## config.mk

```make
export PLATFORM = sky130hd
export DESIGN_NAME = ss_sequencer
export DESIGN_NICKNAME = d
export VERILOG_FILES = /design/src/rtl/ss_seq_pkg.sv /design/src/rtl/ss_enable_gate.sv /design/src/rtl/ss_ramp.sv /design/src/rtl/ss_phase_ctl.sv /design/src/rtl/ss_sequencer.sv
export SDC_FILE = /design/constraint.sdc
export NUM_CORES = 1
export LEC_CHECK = 0
export ABC_AREA = 1
export CAP_MARGIN = 10
export CORE_ASPECT_RATIO = 0.9
export CORE_MARGIN = 4
export CORE_UTILIZATION = 47
export DETAILED_ROUTE_END_ITERATION = 6
export GPL_TIMING_DRIVEN = 1
export PLACE_DENSITY_LB_ADDON = 0.3
export SLEW_MARGIN = 40
export SYNTH_ARGS = -nofsm -noshare
export SYNTH_HDL_FRONTEND = slang
export SYNTH_SLANG_ARGS = --single-unit
```

## constraint.sdc

```tcl
create_clock -name clk -period 1.6 [get_ports clk]
set_input_delay 0.32 -clock clk [delete_from_list [all_inputs] [get_ports clk]]
set_output_delay 0.32 -clock clk [all_outputs]
set_load 0.01 [all_outputs]
```

## src/rtl/ss_seq_pkg.sv

```systemverilog
package ss_seq_pkg;

  typedef enum logic [1:0] {
    SQ_OFF  = 2'd0,
    SQ_WAIT = 2'd1,
    SQ_RAMP = 2'd2
  } sq_state_t;

  // number of phases in use for a phase-select value (0 reads as one phase)
  function automatic logic [1:0] used_phases(input logic [1:0] sel);
    return (sel == 2'd0) ? 2'd1 : sel;
  endfunction

  // multiphase operation needs every driver supply, not just the first
  function automatic logic needs_all_drv(input logic [1:0] sel);
    return sel >= 2'd2;
  endfunction

endpackage

```

## src/rtl/ss_enable_gate.sv

```systemverilog
module ss_enable_gate
  import ss_seq_pkg::*;
#(
  parameter int NPH = 3
) (
  input  logic           bias_ok,
  input  logic           en_hi,
  input  logic [NPH-1:0] drv_ok,
  input  logic [1:0]     phase_sel,
  output logic           en_all
);

  logic first_ok;
  logic rest_ok;

  assign first_ok = bias_ok & en_hi & drv_ok[0];
  assign rest_ok  = !needs_all_drv(phase_sel) || (&drv_ok[NPH-1:1]);
  assign en_all   = first_ok & rest_ok;

endmodule

```

## src/rtl/ss_ramp.sv

```systemverilog
module ss_ramp #(
  parameter int CODE_W    = 8,
  parameter int DELAY_CYC = 64
) (
  input  logic              clk,
  input  logic              rst_n,
  input  logic              wait_on,
  input  logic              ramp_on,
  input  logic              sw_tick,
  input  logic [CODE_W-1:0] target,
  output logic              delay_done,
  output logic [CODE_W-1:0] ref_code
);

  localparam int CNT_W = (DELAY_CYC > 1) ? $clog2(DELAY_CYC) : 1;
  localparam logic [CNT_W-1:0] CNT_LAST = CNT_W'(DELAY_CYC - 1);

  logic [CNT_W-1:0] dly_cnt;

  // one LSB toward the target, clamping straight to it from above
  function automatic logic [CODE_W-1:0] next_code(input logic [CODE_W-1:0] cur,
                                                  input logic [CODE_W-1:0] tgt);
    return (cur < tgt) ? cur + CODE_W'(1) : tgt;
  endfunction

  assign delay_done = wait_on && sw_tick && (dly_cnt == CNT_LAST);

  always_ff @(posedge clk) begin
    if (!rst_n || !wait_on) begin
      dly_cnt <= '0;
    end else if (sw_tick) begin
      dly_cnt <= dly_cnt + CNT_W'(1);
    end
  end

  always_ff @(posedge clk) begin
    if (!rst_n || !ramp_on) begin
      ref_code <= '0;
    end else if (sw_tick) begin
      ref_code <= next_code(ref_code, target);
    end
  end

  p_step_r6: assert property (@(posedge clk) disable iff (!rst_n)
    (ramp_on && sw_tick && ref_code < target) |=>
      (ref_code == $past(ref_code) + CODE_W'(1)) || (ref_code == '0));

  p_hold_r6: assert property (@(posedge clk) disable iff (!rst_n)
    (ramp_on && !sw_tick) |=> ($stable(ref_code) || ref_code == '0));

  p_cap_r6: assert property (@(posedge clk) disable iff (!rst_n)
    (ramp_on && sw_tick) |=> (ref_code <= $past(target)));

  p_clear_r8: assert property (@(posedge clk) disable iff (!rst_n)
    !ramp_on |=> (ref_code == '0));

endmodule

```

## src/rtl/ss_phase_ctl.sv

```systemverilog
module ss_phase_ctl
  import ss_seq_pkg::*;
#(
  parameter int NPH = 3
) (
  input  logic           clk,
  input  logic           rst_n,
  input  logic           ramp_on,
  input  logic           out_reached,
  input  logic [1:0]     phase_sel,
  output logic           released,
  output logic [NPH-1:0] pwm_hiz
);

  logic [1:0] nph;

  assign nph = used_phases(phase_sel);

  always_ff @(posedge clk) begin
    if (!rst_n) begin
      released <= 1'b0;
    end else begin
      released <= ramp_on && (released || out_reached);
    end
  end

  for (genvar i = 0; i < NPH; i++) begin : g_ph
    assign pwm_hiz[i] = !(released && (2'(i) < nph));

    p_unused_hiz_r9: assert property (@(posedge clk) disable iff (!rst_n)
      (2'(i) >= nph) |-> pwm_hiz[i]);
  end

  p_sticky_r5: assert property (@(posedge clk) disable iff (!rst_n)
    (released && ramp_on) |=> (released || !ramp_on));

  p_no_early_r5: assert property (@(posedge clk) disable iff (!rst_n)
    (!ramp_on && !released) |=> !released);

endmodule

```

## src/rtl/ss_sequencer.sv

```systemverilog
module ss_sequencer
  import ss_seq_pkg::*;
#(
  parameter int CODE_W    = 8,
  parameter int DELAY_CYC = 64,
  parameter int NPH       = 3
) (
  input  logic              clk,
  input  logic              rst_n,
  input  logic              bias_ok,
  input  logic              en_hi,
  input  logic [NPH-1:0]    drv_ok,
  input  logic [1:0]        phase_sel,
  input  logic              sw_tick,
  input  logic [CODE_W-1:0] target_code,
  input  logic              out_reached,
  input  logic              in_window,
  output logic [CODE_W-1:0] ref_code,
  output logic [NPH-1:0]    pwm_hiz,
  output logic              pgood
);

  sq_state_t st;
  logic      en_all;
  logic      delay_done;
  logic      wait_on;
  logic      ramp_on;
  logic      released;

  ss_enable_gate #(.NPH(NPH)) i_gate (
    .bias_ok   (bias_ok),
    .en_hi     (en_hi),
    .drv_ok    (drv_ok),
    .phase_sel (phase_sel),
    .en_all    (en_all)
  );

  assign wait_on = (st == SQ_WAIT) && en_all;
  assign ramp_on = (st == SQ_RAMP) && en_all;

  always_ff @(posedge clk) begin
    if (!rst_n || !en_all) begin
      st <= SQ_OFF;
    end else begin
      case (st)
        SQ_OFF:  st <= SQ_WAIT;
        SQ_WAIT: st <= delay_done ? SQ_RAMP : SQ_WAIT;
        default: st <= SQ_RAMP;
      endcase
    end
  end

  ss_ramp #(.CODE_W(CODE_W), .DELAY_CYC(DELAY_CYC)) i_ramp (
    .clk        (clk),
    .rst_n      (rst_n),
    .wait_on    (wait_on),
    .ramp_on    (ramp_on),
    .sw_tick    (sw_tick),
    .target     (target_code),
    .delay_done (delay_done),
    .ref_code   (ref_code)
  );

  ss_phase_ctl #(.NPH(NPH)) i_phase (
    .clk         (clk),
    .rst_n       (rst_n),
    .ramp_on     (ramp_on),
    .out_reached (out_reached),
    .phase_sel   (phase_sel),
    .released    (released),
    .pwm_hiz     (pwm_hiz)
  );

  assign pgood = (st == SQ_RAMP) && (ref_code == target_code) && in_window;

  p_shut_hiz_r3: assert property (@(posedge clk) disable iff (!rst_n)
    (st == SQ_OFF) |-> (&pwm_hiz && !pgood && ref_code == '0));

  p_stay_off_r1: assert property (@(posedge clk) disable iff (!rst_n)
    (st == SQ_OFF && !en_all) |=> (st == SQ_OFF));

  p_drop_pgood_r8: assert property (@(posedge clk) disable iff (!rst_n)
    !en_all |=> (!pgood && &pwm_hiz));

  p_pgood_window_r7: assert property (@(posedge clk) disable iff (!rst_n)
    pgood |-> in_window);

endmodule

```

==> results of run 1 <==
==> timing repair <==
item                                    in CTS  in global routing
gates resized for setup                     49                 18
setup buffers                               13                  1
endpoints found under the setup margin      19                 10
pin swaps                                   16                  5
gates cloned                                 3                  0
==> stage by stage <==
stage                     hold slack, ns  cell area, µm²  std cells
after floorplan                    0.449            1170        173
after global placement             0.474            1660        251
after detailed placement           0.484            1660        251
after CTS                          0.501            1910        271
after global routing               0.522            1990        272
final                              0.497            1990        272
==> layout by cell type (no fill, tap or decap), types with 2 or more instances in the layout <==
| cell type | count |
|---|---|
| a21oi_2 | 2 |
| dlymetal6s2s_1 | 2 |
| dlygate4sd2_1 | 16 |
| clkbuf_4 | 3 |
| inv_1 | 15 |
| nand2_2 | 4 |
| nor2_4 | 2 |
| nand2_4 | 4 |
| a21oi_1 | 6 |
| inv_2 | 7 |
| buf_4 | 35 |
| xor2_1 | 4 |
| dfxtp_2 | 8 |
| ha_4 | 7 |
| ha_1 | 3 |
| nand3_1 | 23 |
| nor3b_1 | 2 |
| nand2_1 | 43 |
| dfxtp_1 | 9 |
| nand3_2 | 4 |
| nor2_1 | 19 |
| clkdlybuf4s50_1 | 11 |
==> kinds of logic after synthesis <==
kind of cell    after synthesis  synth area share [%]
simple gates                106                  42.6
xor+xnor                      5                  3.74
fa+ha+maj                    10                  10.7
compound gates               11                  5.46
buf+inv                      24                  8.45
flops                        17                  29.1
==> per-layer routing <==
metal / global-route usage, % / part of all wire, % / wire length (µm)
met5: 0 / 0 / 0
met4: 11.1 / 5.6 / 284
met3: 7.46 / 11 / 566
met2: 48.7 / 49 / 2470
met1: 34.4 / 35 / 1760
==> flip-flops by register name, indices dropped and copies added (netlist names) <==
signal,count
i_phase.released,1
i_ramp.ref_code,8
i_ramp.dly_cnt,6
st,2
==> worst paths after layout <==
check	start	to	slack [ns]	depth (start not counted)
max	i_ramp.ref_code[0]	pgood	-0.23	5
min reg2reg	i_ramp.dly_cnt[1]	i_ramp.dly_cnt[1]	0.50	2
min	i_ramp.dly_cnt[1]	i_ramp.dly_cnt[1]	0.50	2
max reg2reg	i_ramp.ref_code[0]	i_ramp.ref_code[2]	-0.07	12
==> worst register-to-register path, stage by stage, from the launching register on <==
cell and delay (ns):
dfxtp_2 0.35, inv_2 0.09, ha_4 0.14, inv_1 0.05, nand2_1 0.06, nand2_1 0.06, nand2_1 0.07, nand2_1 0.12
nand2_4 0.15, buf_4 0.14, nand3b_1 0.09, a21oi_1 0.19, nor2_2 0.06
==> cell type report <==
type / instances / area (µm²)
clock inverter: 1 / 7.51
sequential: 17 / 350
tap: 27 / 33.8
inverter: 22 / 82.6
multi-input combinational: 135 / 932
fill: 118 / 289
clock buffer: 3 / 22.5
timing repair buffer: 67 / 564
==> power groups by stage <==
stage | logic, mW | registers, mW | clock network [mW]
after floorplan | 0.0357 | 0.434 | 0
after global placement | 0.107 | 0.433 | 0
after CTS | 0.141 | 0.424 | 0.264
after global routing | 0.168 | 0.424 | 0.279
final | 0.160 | 0.424 | 0.265
after detailed placement | 0.110 | 0.433 | 0
==> results.toml, run 1 <==
[global_route]
globalRouteTotalUtil_pct = 29.0
antenna_found_initial = 0
grt_max_degree = 15
overflow = 0
grt_pass1_vias = 1638
grt_pass1_wl_um = 7490

[die]
die_w_um = 60.6
core_region_area_um2 = 2280
num_rows = 16
ios = 32
floorplan.initialDensity_pct = 51.3
fp.dieH_um = 55.3
fp.dieArea_um2 = 3350

[pwr]
vdd_drop_max_mv = 0.622
power.internal_mw = 0.608
combPwrFrac_pct = 18.8
swShare_pct = 28.3
finalPower_mw = 0.848
share_seq_of_total_power_pct = 49.9
power_switching_mw = 0.240
p_leak_nw = 0.937
pwr-share-clk_pct = 31.2
p_per_area_nw_per_um2 = 426

[clock_network]
cts_hold_buf = 0
cts_max_path_buffers = 2
cts_buffers = 3
htreeDepth = 1
clkTransAtPathRegs_ns = 0.12
cts-root-buf = "clkbuf_4"
clock_sinks = 17
clk_latency_ns = 0.32
cts_tree = "done"

[drt]
finalWirelength_um = 5080
antenna_left = 0
vias_per_cell = 6.00
drt_iter0_drc = 152
num_vias = 1633
dr.pass1.iters = 5
drc_errors = 0
avgRoutedWirePerCell_um = 18.7

[final_layout]
final_core_util_pct = 87.3
n_antenna_cell = 0
syn_to_final_growth_pct = 70.4
num-nets-final = 276
drive_gt1_share_pct = 34.7

[synthesis]
synth_edf_count = 0
synth_most_common_cell = "nand2_1"
ys_top_cells_by_count = "47 x nand2_1, 27 x nand3_1, 22 x inv_1, 20 x nor2_1, 17 x dfxtp_1"
synth.top_cell.area_share_pct = 29.1
syn-num-nets = 203
async_flop_share_pct = 0
ys.flop_type = "dfxtp_1"
yosysTopAreaCell = "dfxtp_1"
synth.area.top_cells = "dfxtp_1 29%, nand2_1 15%, nand3_1 12%, ha_1 11%, inv_1 7.1%"
synth_cell_types = 25
ys_ff_latch = 17
synthCells = 173
yosysSeqAreaShare_pct = 29.1
synthesis.area_um2 = 1170
syn_avg_cell_area_um2 = 6.76
ys_warn_count = 0

[worst_setup_path]
cp_cell_sequence = "inv_2 -> ha_4 -> nand3_2 -> nor4_4 -> buf_2"
critPathMaxStageDelay_ns = 0.36
critPathKind = "reg -> out"
critPathArrivalTime_ns = 1.51
worstSetupEndpointType = "output pin"
critPathTopFamily = "flip-flops"
required_ns = 1.28
path_buf_inv = 2
critPathMaxFanout = 2
critPathSlowestCell = "dfxtp_2"
start_kind = "flip-flop"

[outcome]
failed_checks = "negative setup slack"
status = "finished, violations left"

[hold_path]
min_path_type = "reg -> reg"

[timing]
maxSlewViolCount = 0
skew_ns = 0.00827
max_freq_mhz = 547
finalSetupViolCount = 7
worst_slack_ns = -0.229
tns_ns = -0.549
max_slew_margin_pct = 81.5
hold_violations = 0
post-route-period-util_pct = 114
worstMarginPinSlew_ns = 0.277
rsz0062_at_grt = "yes"
finalWorstPathRequiredPeriod_ns = 1.83

[job]
cap_violations = 0

[placement]
pre_cts_ws_ns = -0.922
place_hpwl_um = 2630
port_buffers = 31
gp_congestion = 0.808
Power figures use the tool's default switching activity.
==> run 2, diff against run 1 <==
--- a/config.mk
+++ b/config.mk
@@ -9,7 +9,7 @@
 export CAP_MARGIN = 10
 export CORE_ASPECT_RATIO = 0.9
 export CORE_MARGIN = 4
-export CORE_UTILIZATION = 47
+export CORE_UTILIZATION = 35
 export DETAILED_ROUTE_END_ITERATION = 6
 export GPL_TIMING_DRIVEN = 1
 export PLACE_DENSITY_LB_ADDON = 0.3
@@ -17,3 +17,4 @@
 export SYNTH_ARGS = -nofsm -noshare
 export SYNTH_HDL_FRONTEND = slang
 export SYNTH_SLANG_ARGS = --single-unit
+export TNS_END_PERCENT = 20
==> results.toml, run 2 (synthesis results as in run 1) <==
[timing]
worst_slack_ns = -0.109
hold_violations = 0
skew_ns = 0.00510
max_freq_mhz = 585
rsz0062_at_grt = "yes"
maxSlewViolCount = 0
finalWorstPathRequiredPeriod_ns = 1.71
tns_ns = -0.109
post-route-period-util_pct = 107
finalSetupViolCount = 2
max_slew_margin_pct = 80.2
hold_ws_ns = 0.489
worstMarginPinSlew_ns = 0.296

[clock_network]
cts_tree = "done"
clkTransAtPathRegs_ns = 0.07
htreeDepth = 1
cts-root-buf = "clkbuf_8"
clock_sinks = 17
cts_max_path_buffers = 2
cts_hold_buf = 0
clk_latency_ns = 0.26
cts_buffers = 3

[final_layout]
seqCellArea_um2 = 350
multi_input_area_um2 = 925
final_core_util_pct = 63.3
syn_to_final_growth_pct = 69.7
nFillCells = 266
n_antenna_cell = 0
final_common_cell = "nand2_1"
num-nets-final = 271
final_cell_mix = "43 x nand2_1, 30 x buf_4, 24 x nand3_1"
largest_register = "i_ramp.ref_code"
largest_register_ffs = 8
drive_gt1_share_pct = 32.9
final_cell_area_um2 = 1990
finalNonFillerCells = 282
reg_top3 = "i_ramp.ref_code (8), i_ramp.dly_cnt (6), st (2)"

[drt]
antenna_left = 0
vias_per_cell = 4.88
drc_errors = 0
finalWirelength_um = 3700
avgRoutedWirePerCell_um = 13.1
num_vias = 1376
dr.pass1.iters = 4
drt_iter0_drc = 108

[pwr]
power.internal_mw = 0.681
p_per_area_nw_per_um2 = 457
swShare_pct = 25.0
p_leak_nw = 0.942
finalPower_mw = 0.908
power_switching_mw = 0.227
vdd_drop_max_mv = 0.420
share_seq_of_total_power_pct = 46.6
combPwrFrac_pct = 15.7
pwr-share-clk_pct = 37.6

[worst_setup_path]
start_kind = "primary input"
required_ns = 1.28
critPathMaxFanout = 2
rr_startpoint = "i_ramp.ref_code[7]"
crit_start = "target_code[5]"
critPathArrivalTime_ns = 1.39
critPathKind = "in -> out"
worstSetupEndpointType = "output pin"

[die]
core_region_area_um2 = 3140
ios = 32
num_rows = 19
fp.dieH_um = 62.8
die_w_um = 68.9
fp.dieArea_um2 = 4330
floorplan.initialDensity_pct = 37.3

[placement]
gp_congestion = 0.868
port_buffers = 31
pre_cts_ws_ns = -0.835
place_area_um2 = 1690
place_hpwl_um = 2400
dp_cells = 267

[global_route]
grt_pass1_vias = 1446
globalRouteTotalUtil_pct = 18.7
overflow = 0
antenna_found_initial = 0
grt_pass1_wl_um = 6230
grt_max_degree = 15

[outcome]
status = "finished, violations left"
failed_checks = "negative setup slack"

[hold_path]
min_path_type = "reg -> reg"
min-delay-start = "i_ramp.dly_cnt[1]"

[job]
cap_violations = 0
run 2: power by group through the flow:
stage	clock, mW	combinational, mW	sequential [mW]
final	0.342	0.143	0.423
after global routing	0.379	0.157	0.423
after detailed placement	0	0.105	0.434
after floorplan	0	0.0357	0.434
after CTS	0.355	0.134	0.423
after global placement	0	0.103	0.433
run 2: final timing paths:
path	to	slack [ns]	cells past startpoint
max reg2reg	i_ramp.ref_code[2]	0.01	10
min reg2reg	i_ramp.dly_cnt[1]	0.49	2
min	i_ramp.dly_cnt[1]	0.49	2
max	pgood	-0.11	6
run 2: worst max-delay path, stage by stage:
cell and delay, ns:
dlygate4sd2_1 0.24, inv_2 0.06, ha_4 0.26, nand2_2 0.09, nor4_4 0.25, buf_2 0.17
run 2: routing by layer:
metal | wire, µm | global-route usage [%] | vias up | share of wire [%]
met5 | 0 | 0 | - | 0
met4 | 53 | 5.35 | 0 | 1.4
met3 | 261 | 5.76 | 9 | 7.1
met2 | 1800 | 30.8 | 54 | 49
met1 | 1590 | 22.8 | 617 | 43
li1 | - | - | 696 | -
run 2: timing repair:
action | CTS | global route
gates resized for setup | 54 | 10
endpoints found under the setup margin | 16 | 11
pin swaps | 15 | 4
gates cloned | 3 | 0
setup buffers | 8 | 0
run 2: final cells by class:
class | count | area share (%)
timing repair buffer | 62 | 26.5
tap | 42 | 2.65
clock buffer | 3 | 2.08
sequential | 17 | 17.6
clock inverter | 1 | 0.378
inverter | 22 | 4.16
multi-input combinational | 135 | 46.6
